[config.mk]
export PLATFORM = sky130hd
export DESIGN_NAME = acc_cpu
export DESIGN_NICKNAME = d
export VERILOG_FILES = /design/src/rtl/acc_cpu_pkg.sv /design/src/rtl/acc_cpu_seq.sv /design/src/rtl/acc_cpu_dpath.sv /design/src/rtl/acc_cpu.sv
export SDC_FILE = /design/constraint.sdc
export NUM_CORES = 1
export LEC_CHECK = 0
export BUFFER_PORTS_ARGS = -buffer_cell sky130_fd_sc_hd__buf_2
export CORE_MARGIN = 1.5
export CORE_UTILIZATION = 51
export CTS_CLUSTER_DIAMETER = 50
export DETAILED_ROUTE_END_ITERATION = 6
export GPL_TIMING_DRIVEN = 0
export PLACE_DENSITY_LB_ADDON = 0.2
export SKIP_LAST_GASP = 1
export SLEW_MARGIN = 30
export SYNTH_ARGS = -nofsm -noshare
export SYNTH_HDL_FRONTEND = slang
export SYNTH_SLANG_ARGS = --single-unit
[constraint.sdc]
create_clock -name clk_i -period 3.3 [get_ports clk_i]
set_clock_uncertainty 0.05 [all_clocks]
set_input_delay 0.66 -clock clk_i [delete_from_list [all_inputs] [get_ports clk_i]]
set_output_delay 0.66 -clock clk_i [all_outputs]
set_load 0.01 [all_outputs]
[src/rtl/acc_cpu_pkg.sv]
package acc_cpu_pkg;
  localparam int OP_W = 4;

  typedef enum logic [2:0] {
    ST_FETCH_ADDR,
    ST_FETCH_WAIT,
    ST_DECODE,
    ST_EXEC_ADDR,
    ST_EXEC_WAIT,
    ST_EXEC_DONE,
    ST_HALT
  } cpu_state_e;

  localparam logic [OP_W-1:0] OP_LOAD  = 4'b0001;
  localparam logic [OP_W-1:0] OP_STORE = 4'b0010;
  localparam logic [OP_W-1:0] OP_ADD   = 4'b0101;
  localparam logic [OP_W-1:0] OP_HALT  = 4'b1111;
endpackage

[src/rtl/acc_cpu_seq.sv]
module acc_cpu_seq
  import acc_cpu_pkg::*;
(
  input  logic            clk_i,
  input  logic            rst_ni,
  input  logic [OP_W-1:0] fetch_op_i,
  output cpu_state_e      state_o
);
  cpu_state_e state_q, state_d;

  always_comb begin
    state_d = state_q;
    unique case (state_q)
      ST_FETCH_ADDR: state_d = ST_FETCH_WAIT;
      ST_FETCH_WAIT: state_d = ST_DECODE;
      ST_DECODE: begin
        unique case (fetch_op_i)
          OP_LOAD, OP_STORE, OP_ADD: state_d = ST_EXEC_ADDR;
          OP_HALT:                   state_d = ST_HALT;
          default:                   state_d = ST_FETCH_ADDR; // no-op
        endcase
      end
      ST_EXEC_ADDR:  state_d = ST_EXEC_WAIT;
      ST_EXEC_WAIT:  state_d = ST_EXEC_DONE;
      ST_EXEC_DONE:  state_d = ST_FETCH_ADDR;
      default:       state_d = ST_HALT;
    endcase
  end

  always_ff @(posedge clk_i or negedge rst_ni) begin
    if (!rst_ni) state_q <= ST_FETCH_ADDR;
    else         state_q <= state_d;
  end

  assign state_o = state_q;

  AST_EXEC_FROM_DECODE: assert property (@(posedge clk_i) disable iff (!rst_ni)
    state_q == ST_EXEC_ADDR |-> $past(state_q) == ST_DECODE);
endmodule

[src/rtl/acc_cpu_dpath.sv]
module acc_cpu_dpath
  import acc_cpu_pkg::*;
#(
  parameter int ADDR_W = 12,
  localparam int DATA_W = OP_W + ADDR_W
) (
  input  logic              clk_i,
  input  logic              rst_ni,
  input  cpu_state_e        state_i,
  input  logic [DATA_W-1:0] rdata_i,
  output logic [ADDR_W-1:0] mar_o,
  output logic [DATA_W-1:0] mbr_o,
  output logic [OP_W-1:0]   ir_op_o,
  output logic [DATA_W-1:0] acc_o,
  output logic [ADDR_W-1:0] pc_o
);
  logic [ADDR_W-1:0] pc_q, mar_q;
  logic [DATA_W-1:0] mbr_q, ir_q, acc_q;
  logic [OP_W-1:0]   op;

  assign op = ir_q[DATA_W-1 -: OP_W];

  always_ff @(posedge clk_i or negedge rst_ni) begin
    if (!rst_ni) begin
      pc_q  <= '0;
      mar_q <= '0;
      mbr_q <= '0;
      ir_q  <= '0;
      acc_q <= '0;
    end else begin
      unique case (state_i)
        ST_FETCH_ADDR: mar_q <= pc_q;
        ST_DECODE: begin
          // buffer and instruction register load together; pc steps here
          mbr_q <= rdata_i;
          ir_q  <= rdata_i;
          pc_q  <= pc_q + ADDR_W'(1);
        end
        ST_EXEC_ADDR: begin
          mar_q <= ir_q[ADDR_W-1:0];
          if (op == OP_STORE) mbr_q <= acc_q;
        end
        ST_EXEC_DONE: begin
          if (op != OP_STORE) begin
            mbr_q <= rdata_i;
            acc_q <= (op == OP_LOAD) ? rdata_i : acc_q + rdata_i;
          end
        end
        default: ;
      endcase
    end
  end

  assign mar_o   = mar_q;
  assign mbr_o   = mbr_q;
  assign ir_op_o = op;
  assign acc_o   = acc_q;
  assign pc_o    = pc_q;

  AST_PC_ONLY_IN_DECODE: assert property (@(posedge clk_i) disable iff (!rst_ni)
    pc_q != $past(pc_q) |-> $past(state_i) == ST_DECODE);
endmodule

[src/rtl/acc_cpu.sv]
module acc_cpu
  import acc_cpu_pkg::*;
#(
  parameter int ADDR_W = 12,
  localparam int DATA_W = OP_W + ADDR_W
) (
  input  logic              clk_i,
  input  logic              rst_ni,
  output logic [ADDR_W-1:0] mem_addr_o,
  input  logic [DATA_W-1:0] mem_rdata_i,
  output logic [DATA_W-1:0] mem_wdata_o,
  output logic              mem_we_o,
  output logic              mem_rd_o,
  output logic              halted_o,
  output logic [DATA_W-1:0] dbg_acc_o,
  output logic [ADDR_W-1:0] dbg_pc_o
);
  cpu_state_e      state;
  logic [OP_W-1:0] ir_op;
  logic            exec_wait;

  acc_cpu_seq u_seq (
    .clk_i      (clk_i),
    .rst_ni     (rst_ni),
    .fetch_op_i (mem_rdata_i[DATA_W-1 -: OP_W]),
    .state_o    (state)
  );

  acc_cpu_dpath #(.ADDR_W(ADDR_W)) u_dpath (
    .clk_i   (clk_i),
    .rst_ni  (rst_ni),
    .state_i (state),
    .rdata_i (mem_rdata_i),
    .mar_o   (mem_addr_o),
    .mbr_o   (mem_wdata_o),
    .ir_op_o (ir_op),
    .acc_o   (dbg_acc_o),
    .pc_o    (dbg_pc_o)
  );

  assign exec_wait = (state == ST_EXEC_WAIT);
  assign mem_rd_o  = (state == ST_FETCH_WAIT) || (exec_wait && ir_op != OP_STORE);
  assign mem_we_o  = exec_wait && ir_op == OP_STORE;
  assign halted_o  = (state == ST_HALT);

  AST_RD_WE_EXCL: assert property (@(posedge clk_i) disable iff (!rst_ni)
    !(mem_rd_o && mem_we_o));
  AST_WE_CARRIES_ACC: assert property (@(posedge clk_i) disable iff (!rst_ni)
    mem_we_o |-> mem_wdata_o == dbg_acc_o);
  AST_WE_SINGLE: assert property (@(posedge clk_i) disable iff (!rst_ni)
    mem_we_o |=> !mem_we_o);
  AST_HALT_STICKY: assert property (@(posedge clk_i) disable iff (!rst_ni)
    halted_o |=> halted_o && $stable(dbg_pc_o) && $stable(dbg_acc_o));
  AST_HALT_QUIET: assert property (@(posedge clk_i) disable iff (!rst_ni)
    halted_o |-> !mem_rd_o && !mem_we_o);
endmodule

# After elaboration in Yosys (flattened, before gate mapping)
# Cells that the tools add are included.
word_totals:
  regBits: 75
  inputBits: 18
  out_inout_bits: 59
  wordCells: 39
classes:
  addsub: 2
  n_eq_ne: 15
  n_mux: 7
  reduce_logical: 9
op_table:
  columns: ["cell", "count"]
  rows:
  - ["two-way mux 16 bit", 3]
  - ["case mux 16 bit (3 select lines)", 1]
  - ["case mux 12 bit (2 select lines)", 1]
  - ["case mux 3 bit (6 select lines)", 1]
  - ["adder 16 bit", 1]
  - ["adder 12 x 1 -> 12 bit, second input constant", 1]
  - ["equality test 3 bit, second input constant", 3]
  - ["equality test 4 x 1 -> 1 bit, second input constant", 2]
  - ["equality test 4 x 2 -> 1 bit, second input constant", 2]
  - ["equality test 3 x 2 -> 1 bit, second input constant", 2]
  - ["case mux 3 bit (2 select lines)", 1]
  - ["equality test 4 x 3 -> 1 bit, second input constant", 1]
  - ["equality test 4 bit, second input constant", 1]
  - ["inequality test 2 bit, second input constant", 2]
  - ["inequality test 4 x 2 -> 1 bit, second input constant", 1]
  - ["equality test 3 x 1 -> 1 bit, second input constant", 1]
  - ["logical NOT 3 bit", 1]
  - ["AND reduction 3 bit", 1]
  - ["nonzero test 3 bit", 1]
  - ["OR reduction 3 bit", 1]
  - ["logical AND 1 bit", 2]
  - ["AND reduction 2 bit", 1]
  - ["nonzero test 2 bit", 1]
  - ["logical OR 1 bit", 1]

# Logic depth before layout (Yosys ltp)
# Gate-level depths: netlist of run 1.
depth:
  depth_word: 4
  depth_mapped: 10
  depth_no_buf: 10

# Cells and area by module
# Synthesis of run 1 repeated with hierarchy kept, for this count alone.
unflattened:
  cells_unflattened: 419
  hier_area_um2: 4159.0
modules_own_cells:
  columns: ["mod", "instances", "cells_each", "area_per_inst_um2", "seq_area_each_um2"]
  rows:
  - ["acc_cpu_dpath", 1, 394, 3931.3, 1801.7]
  - ["acc_cpu_seq", 1, 18, 171.4, 75.1]
  - ["acc_cpu", 1, 7, 56.3, 0.0]

# Worst setup path after synthesis of run 1
# OpenSTA, ideal clock, no wires.
synth_timing:
  path_kind: "input-to-reg"
  start: "input port mem_rdata_i[0]"
  end: "register u_dpath.acc_q[14] (netlist: u_dpath.acc_o[14])"
  setup_ps: 99
  arrival_time_ps: 2701
  required_time_ps: 3151
  setup_slack_ps: 449
  stages: 9
  n_path_buf: 0
  path_cell_list: "ha_1 > fa_1 > a211oi_1 > o21ai_1 > a31oi_1 > a21oi_1 > a221oi_2 > xor2_1 > a311oi_1"
synth_via:
  elab_chain_len: 2
synth_lines:
  columns: ["element", "line_no", "source"]
  rows:
  - ["start: declaration", "acc_cpu.sv:10", "input logic [DATA_W-1:0] mem_rdata_i,"]
  - ["adder 16 bit", "acc_cpu_dpath.sv:46", "acc_q <= (op == OP_LOAD) ? rdata_i : acc_q + rdata_i;"]
  - ["two-way mux 16 bit", "acc_cpu_dpath.sv:46", null]
  - ["end signal: assignment", "acc_cpu_dpath.sv:46", null]
  - ["end: declaration", "acc_cpu_dpath.sv:18", "logic [DATA_W-1:0] mbr_q, ir_q, acc_q;"]
# Every way passes these cells.
# A chain may end at the register's enable or synchronous reset.

# Final worst setup path of run 1
# Same ends and word-level chain as after synthesis.

==> impl_metrics.json, run 1 <==
{
  "clk_pin_slew_ns": 0.07,
  "fin_tns_setup_ns": 0,
  "ios": 77,
  "grt_pass1_vias": 3310,
  "antenna_found_initial": 0,
  "n_antenna_cell": 0,
  "wl_per_cell_um": 16.4,
  "max_stage_delay_ns": 0.43,
  "first_pass_iters": 4,
  "path_buf_inv": 1,
  "clock-sinks": 75,
  "drc_errors": 0,
  "gp_congestion": 0.833,
  "cp_max_fo": 4,
  "grt_start_max_net_pins": 45,
  "fmax_ghz": 0.332,
  "power.switching_mw": 2.04,
  "status": "completed",
  "yosys_warnings": 0,
  "cp_slowest_cell": "fa_1",
  "cts_resized": 0,
  "grt_setup_unrepaired": "false",
  "track_usage": 0.244,
  "finalHoldViolCount": 0,
  "avgSynthCellArea_um2": 9.85,
  "p_clk_frac": 0.133,
  "syn2layout_area_growth_pct": 17.2,
  "final_cell_mix": "77 x buf_2, 75 x dfrtp_1, 53 x nand2_1, 44 x o21ai_0, 30 x mux2i_1",
  "ys.flop_type": "dfrtp_1",
  "power_density_nw_per_um2": 989,
  "synth_edf_count": 0,
  "hold_class": "input port to asynchronous set/reset pin",
  "fin_crit_sh": 0.912,
  "cap_violations": 0,
  "row_count": 32,
  "ir_drop_mv": 0.474,
  "yosysTopAreaCellShare": 0.459,
  "core_area_um2": 7730,
  "cts_buffers": 9,
  "syn_inst": 415,
  "post_dp_cell_area_um2": 4610,
  "port_buffers": 75,
  "drive_gt1_frac": 0.239,
  "path_class": "input port to register",
  "finalCriticalPeriod_ns": 3.01,
  "internal_power_mw": 2.70,
  "path_cells": "buf_2 > ha_1 > fa_1 > a211oi_1 > o21ai_1 > a31oi_1 > a21oi_1 > a221oi_2 > xor2_1 > a311oi_1",
  "synth.area.top_cells": "dfrtp_1 46%, mux2i_1 7.3%, o21ai_0 5.4%",
  "postCtsHoldBufs": 0,
  "routed_wl_um": 9980,
  "stdcell_area_um2": 4790,
  "die_h_um": 92.5,
  "yosysSeqAreaShare": 0.459,
  "syn_area_um2": 4090,
  "dp_hpwl_um": 7540,
  "overflow": 0,
  "cts_root_buf": "clkbuf_8",
  "worst_slack_ns": 0.289,
  "clock_latency_ns": 0.34,
  "p_comb_frac": 0.515,
  "synth_nets": 450,
  "mostFrequentLayoutCell": "buf_2",
  "swShare": 0.431,
  "start_util": 0.529,
  "async_reset_ff_frac": 1.00,
  "slew_headroom": 0.474,
  "final_nets": 537,
  "cts_tree": "built",
  "vias_per_cell": 5.67,
  "cp.arrival_ns": 3.21,
  "synth_area_leader_cell": "dfrtp_1",
  "cts_setup_buffers": 0,
  "num_vias": 3450,
  "critical_path_required_ns": 3.50,
  "place_ws_ns": -0.0426,
  "path_delay_family": "compound AO/OA/AOI/OAI gates",
  "ant_nets": 0,
  "clockBufferDepth": 2,
  "dieWidth_um": 92.5,
  "cts.htree.levels": 3,
  "ys_ff_latch": 75,
  "hold_slack_ns": 0.199,
  "drt_iter0_drc": 127,
  "grt_pass1_wl_um": 16200,
  "drv_slew": 0,
  "die-area_um2": 8560,
  "p_leak_nw": 2.40,
  "setup_viol": 0,
  "power_mw": 4.74,
  "start_kind": "input port",
  "power_frac_seq": 0.352,
  "tightestPinTransition_ns": 0.783,
  "end_kind": "register",
  "ys_types": 46
}
==> flip-flops by register name, indices dropped and copies added, names as in the netlist <==
| name | count |
|---|---|
| u_seq.state_o | 3 |
| u_dpath.pc_o | 12 |
| u_dpath.mbr_o | 16 |
| u_dpath.acc_o | 16 |
| u_dpath.ir_q | 16 |
| u_dpath.mar_o | 12 |
==> Yosys cell counts (all sizes together) (4+ instances only) <==
cell	count
dfrtp	75
nand2	53
o21ai	51
mux2i	30
nor2	27
a21oi	26
mux2	18
clkbuf	16
ha	16
xnor2	13
nor3	11
nand3	8
xor2	8
nand4	7
a21o	5
a31oi	5
inv	5
nor2b	4
==> through the flow <==
stage	utilization	cells
global placement	0.594	592
detailed placement	0.597	593
CTS	0.619	609
finish	0.620	609
floorplan	-	415
global route	0.620	609
==> kinds of logic after synthesis <==
group	synth area share
AOI/OAI and AO/OA	0.150
xor gates and xnor gates	0.0450
adders and majority gates	0.0539
buffers and inverters	0.0230
DFF	0.459
muxes	0.123
and+or+nand+nor	0.146
==> layer usage <==
layer / vias up / global-route usage / routed length, um
met5: - / 0 / 0
met4: 0 / 0.0718 / 100
met3: 8 / 0.0369 / 435
met2: 94 / 0.396 / 4830
met1: 1688 / 0.339 / 4610
li1: 1660 / - / -
==> power groups by stage <==
stage / registers (mW) / logic [mW] / clock network [mW]
6_report: 1.67 / 2.44 / 0.629
5_1_grt: 1.72 / 2.73 / 0.680
4_1_cts: 1.66 / 2.45 / 0.637
3_5_place_dp: 1.68 / 2.44 / 0
3_3_place_gp: 1.66 / 2.37 / 0
2_1_floorplan: 1.72 / 1.61 / 0
==> final cells by class <==
class	instances	area (um2)
inverter	5	18.8
tap	102	128
clock inverter	2	10.0
timing repair buffer	76	398
buffer	19	75.1
clock buffer	14	163
fill	673	2940
multi-input combinational	316	2120
sequential	75	1880
==> path summary, 6_finish.rpt <==
kind                                    from                end  slack, ns  cells after the start
min                                   rst_ni   u_dpath.mar_o[5]       0.20                      1
max in group asynchronous             rst_ni  u_dpath.acc_o[12]       2.44                      2
max                           mem_rdata_i[0]  u_dpath.acc_o[14]       0.29                     10
min reg2reg                u_dpath.mar_o[11]  u_dpath.mar_o[11]       0.43                      2
min in group clk_i         u_dpath.mar_o[11]  u_dpath.mar_o[11]       0.43                      2
max reg2reg                 u_dpath.acc_o[0]  u_dpath.acc_o[14]       0.31                      9
==> worst register-to-register path, stage by stage (launching register included) <==
cell	delay, ns
dfrtp_1	0.44
ha_1	0.26
fa_1	0.43
a211oi_1	0.37
o21ai_1	0.13
a31oi_1	0.32
a21oi_1	0.21
a221oi_2	0.31
xor2_1	0.10
a311oi_1	0.27
(Power assumes the default switching activity.)
==> run 2, diff against run 1 <==
Settings changed: CORE_ASPECT_RATIO from default to 0.6.
==> run 2 against run 1 <==
Wire length increased by 9.7%. Flip-flop and latch count stayed put. Via count increased by 3.0%. Register-to-register slack worse by 0.09 ns. Global-route usage is 2.4 points higher. First-iteration DRC count rose to 2.8 times the previous value. Sequential power hardly changed. Cell area up 3.4%. Clock power grew 70%. Hold slack worse by 0.0031 ns. Sequential share of layout area is 1.3 points lower. Cell count increased by 0.99%. Critical path type unchanged. Critical endpoint unchanged. Largest power group unchanged.
==> impl_metrics.json, run 2 (synthesized netlist as in run 1, its figures left out) <==
{
  "status": "completed",
  "power_density_nw_per_um2": 1060,
  "drt_iter0_drc": 351,
  "ir_drop_mv": 0.501,
  "drc_errors": 0,
  "cp.arrival_ns": 3.29,
  "clockBufferDepth": 2,
  "setup_viol": 0,
  "end_kind": "register",
  "port_buffers": 75,
  "start_util": 0.523,
  "dieWidth_um": 119,
  "clk_pin_slew_ns": 0.06,
  "grt_setup_unrepaired": "false",
  "grt_util_met3": 0.0708,
  "final_nets": 537,
  "first_pass_iters": 5,
  "row_count": 25,
  "cts_resized": 0,
  "gp_congestion": 0.916,
  "tightestPinTransition_ns": 0.917,
  "drive_gt1_frac": 0.243,
  "postCtsHoldBufs": 0,
  "num_vias": 3555,
  "cts_setup_buffers": 0,
  "hold_class": "input port to asynchronous set/reset pin",
  "ios": 77,
  "dp_hpwl_um": 7870,
  "cts_buffers": 9,
  "syn2layout_area_growth_pct": 21.2,
  "antenna_found_initial": 0,
  "final_cell_mix": "77 x buf_2, 75 x dfrtp_1, 53 x nand2_1, 44 x o21ai_0, 30 x mux2i_1",
  "fin_util": 0.633,
  "cp_max_fo": 4,
  "vias_per_cell": 5.78,
  "cts_root_buf": "clkbuf_16",
  "fin_crit_sh": 0.940,
  "power_mw": 5.26,
  "cap_violations": 0,
  "clock-sinks": 75,
  "reg2reg_slack_ns": 0.22,
  "finalHoldViolCount": 0,
  "grt_use_met2": 0.375,
  "finalCriticalPeriod_ns": 3.10,
  "overflow": 0,
  "drv_slew": 0,
  "ant_nets": 0,
  "cts.htree.levels": 3,
  "fmax_ghz": 0.322,
  "clock_latency_ns": 0.34,
  "slew_headroom": 0.380,
  "grt_pass1_vias": 3255,
  "die-area_um2": 8580,
  "track_usage": 0.268,
  "p_leak_nw": 2.47,
  "n_antenna_cell": 0,
  "start_kind": "input port",
  "grt_pass1_wl_um": 17500,
  "fin_tns_setup_ns": 0,
  "routed_wl_um": 11000,
  "grt_start_max_net_pins": 50,
  "path_class": "input port to register",
  "critical_path_required_ns": 3.48,
  "met1_usage": 0.404,
  "die_h_um": 72.3,
  "core_area_um2": 7820,
  "mostFrequentLayoutCell": "buf_2",
  "hold_slack_ns": 0.196,
  "grt-busiest-layer": "met1",
  "cts_tree": "built",
  "wl_per_cell_um": 17.8
}
run 2: worst paths after layout:
kind	depth (start not counted)	endpoint	startpoint
worst min-delay path	1	u_dpath.mar_o[0]	rst_ni
worst max-delay path	10	u_dpath.acc_o[14]	mem_rdata_i[0]
min in group clk_i	2	u_dpath.mar_o[11]	u_dpath.mar_o[11]
worst max register to register	9	u_dpath.acc_o[14]	u_dpath.acc_o[0]
worst min register to register	2	u_dpath.mar_o[11]	u_dpath.mar_o[11]
max in group asynchronous	2	u_dpath.mbr_o[9]	rst_ni
run 2: final cells by class:
cell class	count	area, um2
fillers	666	2870
flip-flops and latches	75	1880
repair buffers	76	405
well taps	108	135
clock inverters	7	100
inverters	5	18.8
multi-input cells	316	2120
plain buffers	19	75.1
clock buffers	9	225
run 2: layer usage:
metal,share of wire,routed length [um],vias to the layer above
met3,0.086,946,16
li1,-,-,1660
met5,0,0,-
met4,0.012,133,0
met1,0.48,5310,1708
met2,0.42,4570,171
run 2: critical path: stages:
cell and delay (ns):
buf_2 0.13, ha_1 0.25, fa_1 0.44, a211oi_1 0.39, o21ai_1 0.12, a31oi_1 0.31, a21oi_1 0.24, a221oi_2 0.37
xor2_1 0.10, a311oi_1 0.27
run 2: power breakdown:
part / internal, mW / switching (mW)
Clock: 0.667 / 0.399
Combinational: 1.06 / 1.49
Sequential: 1.33 / 0.319
run 2: metrics by stage:
| step | instance area (um2) | setup slack, ns | cells |
|---|---|---|---|
| final | 4950 | 0.197 | 615 |
| after global routing | 4950 | 0.100 | 615 |
| after CTS | 4950 | 0.289 | 615 |
| after detailed placement | 4630 | -0.0143 | 599 |
| after global placement | 4600 | -0.00579 | 598 |
| after floorplan | 4090 | 0.449 | 415 |
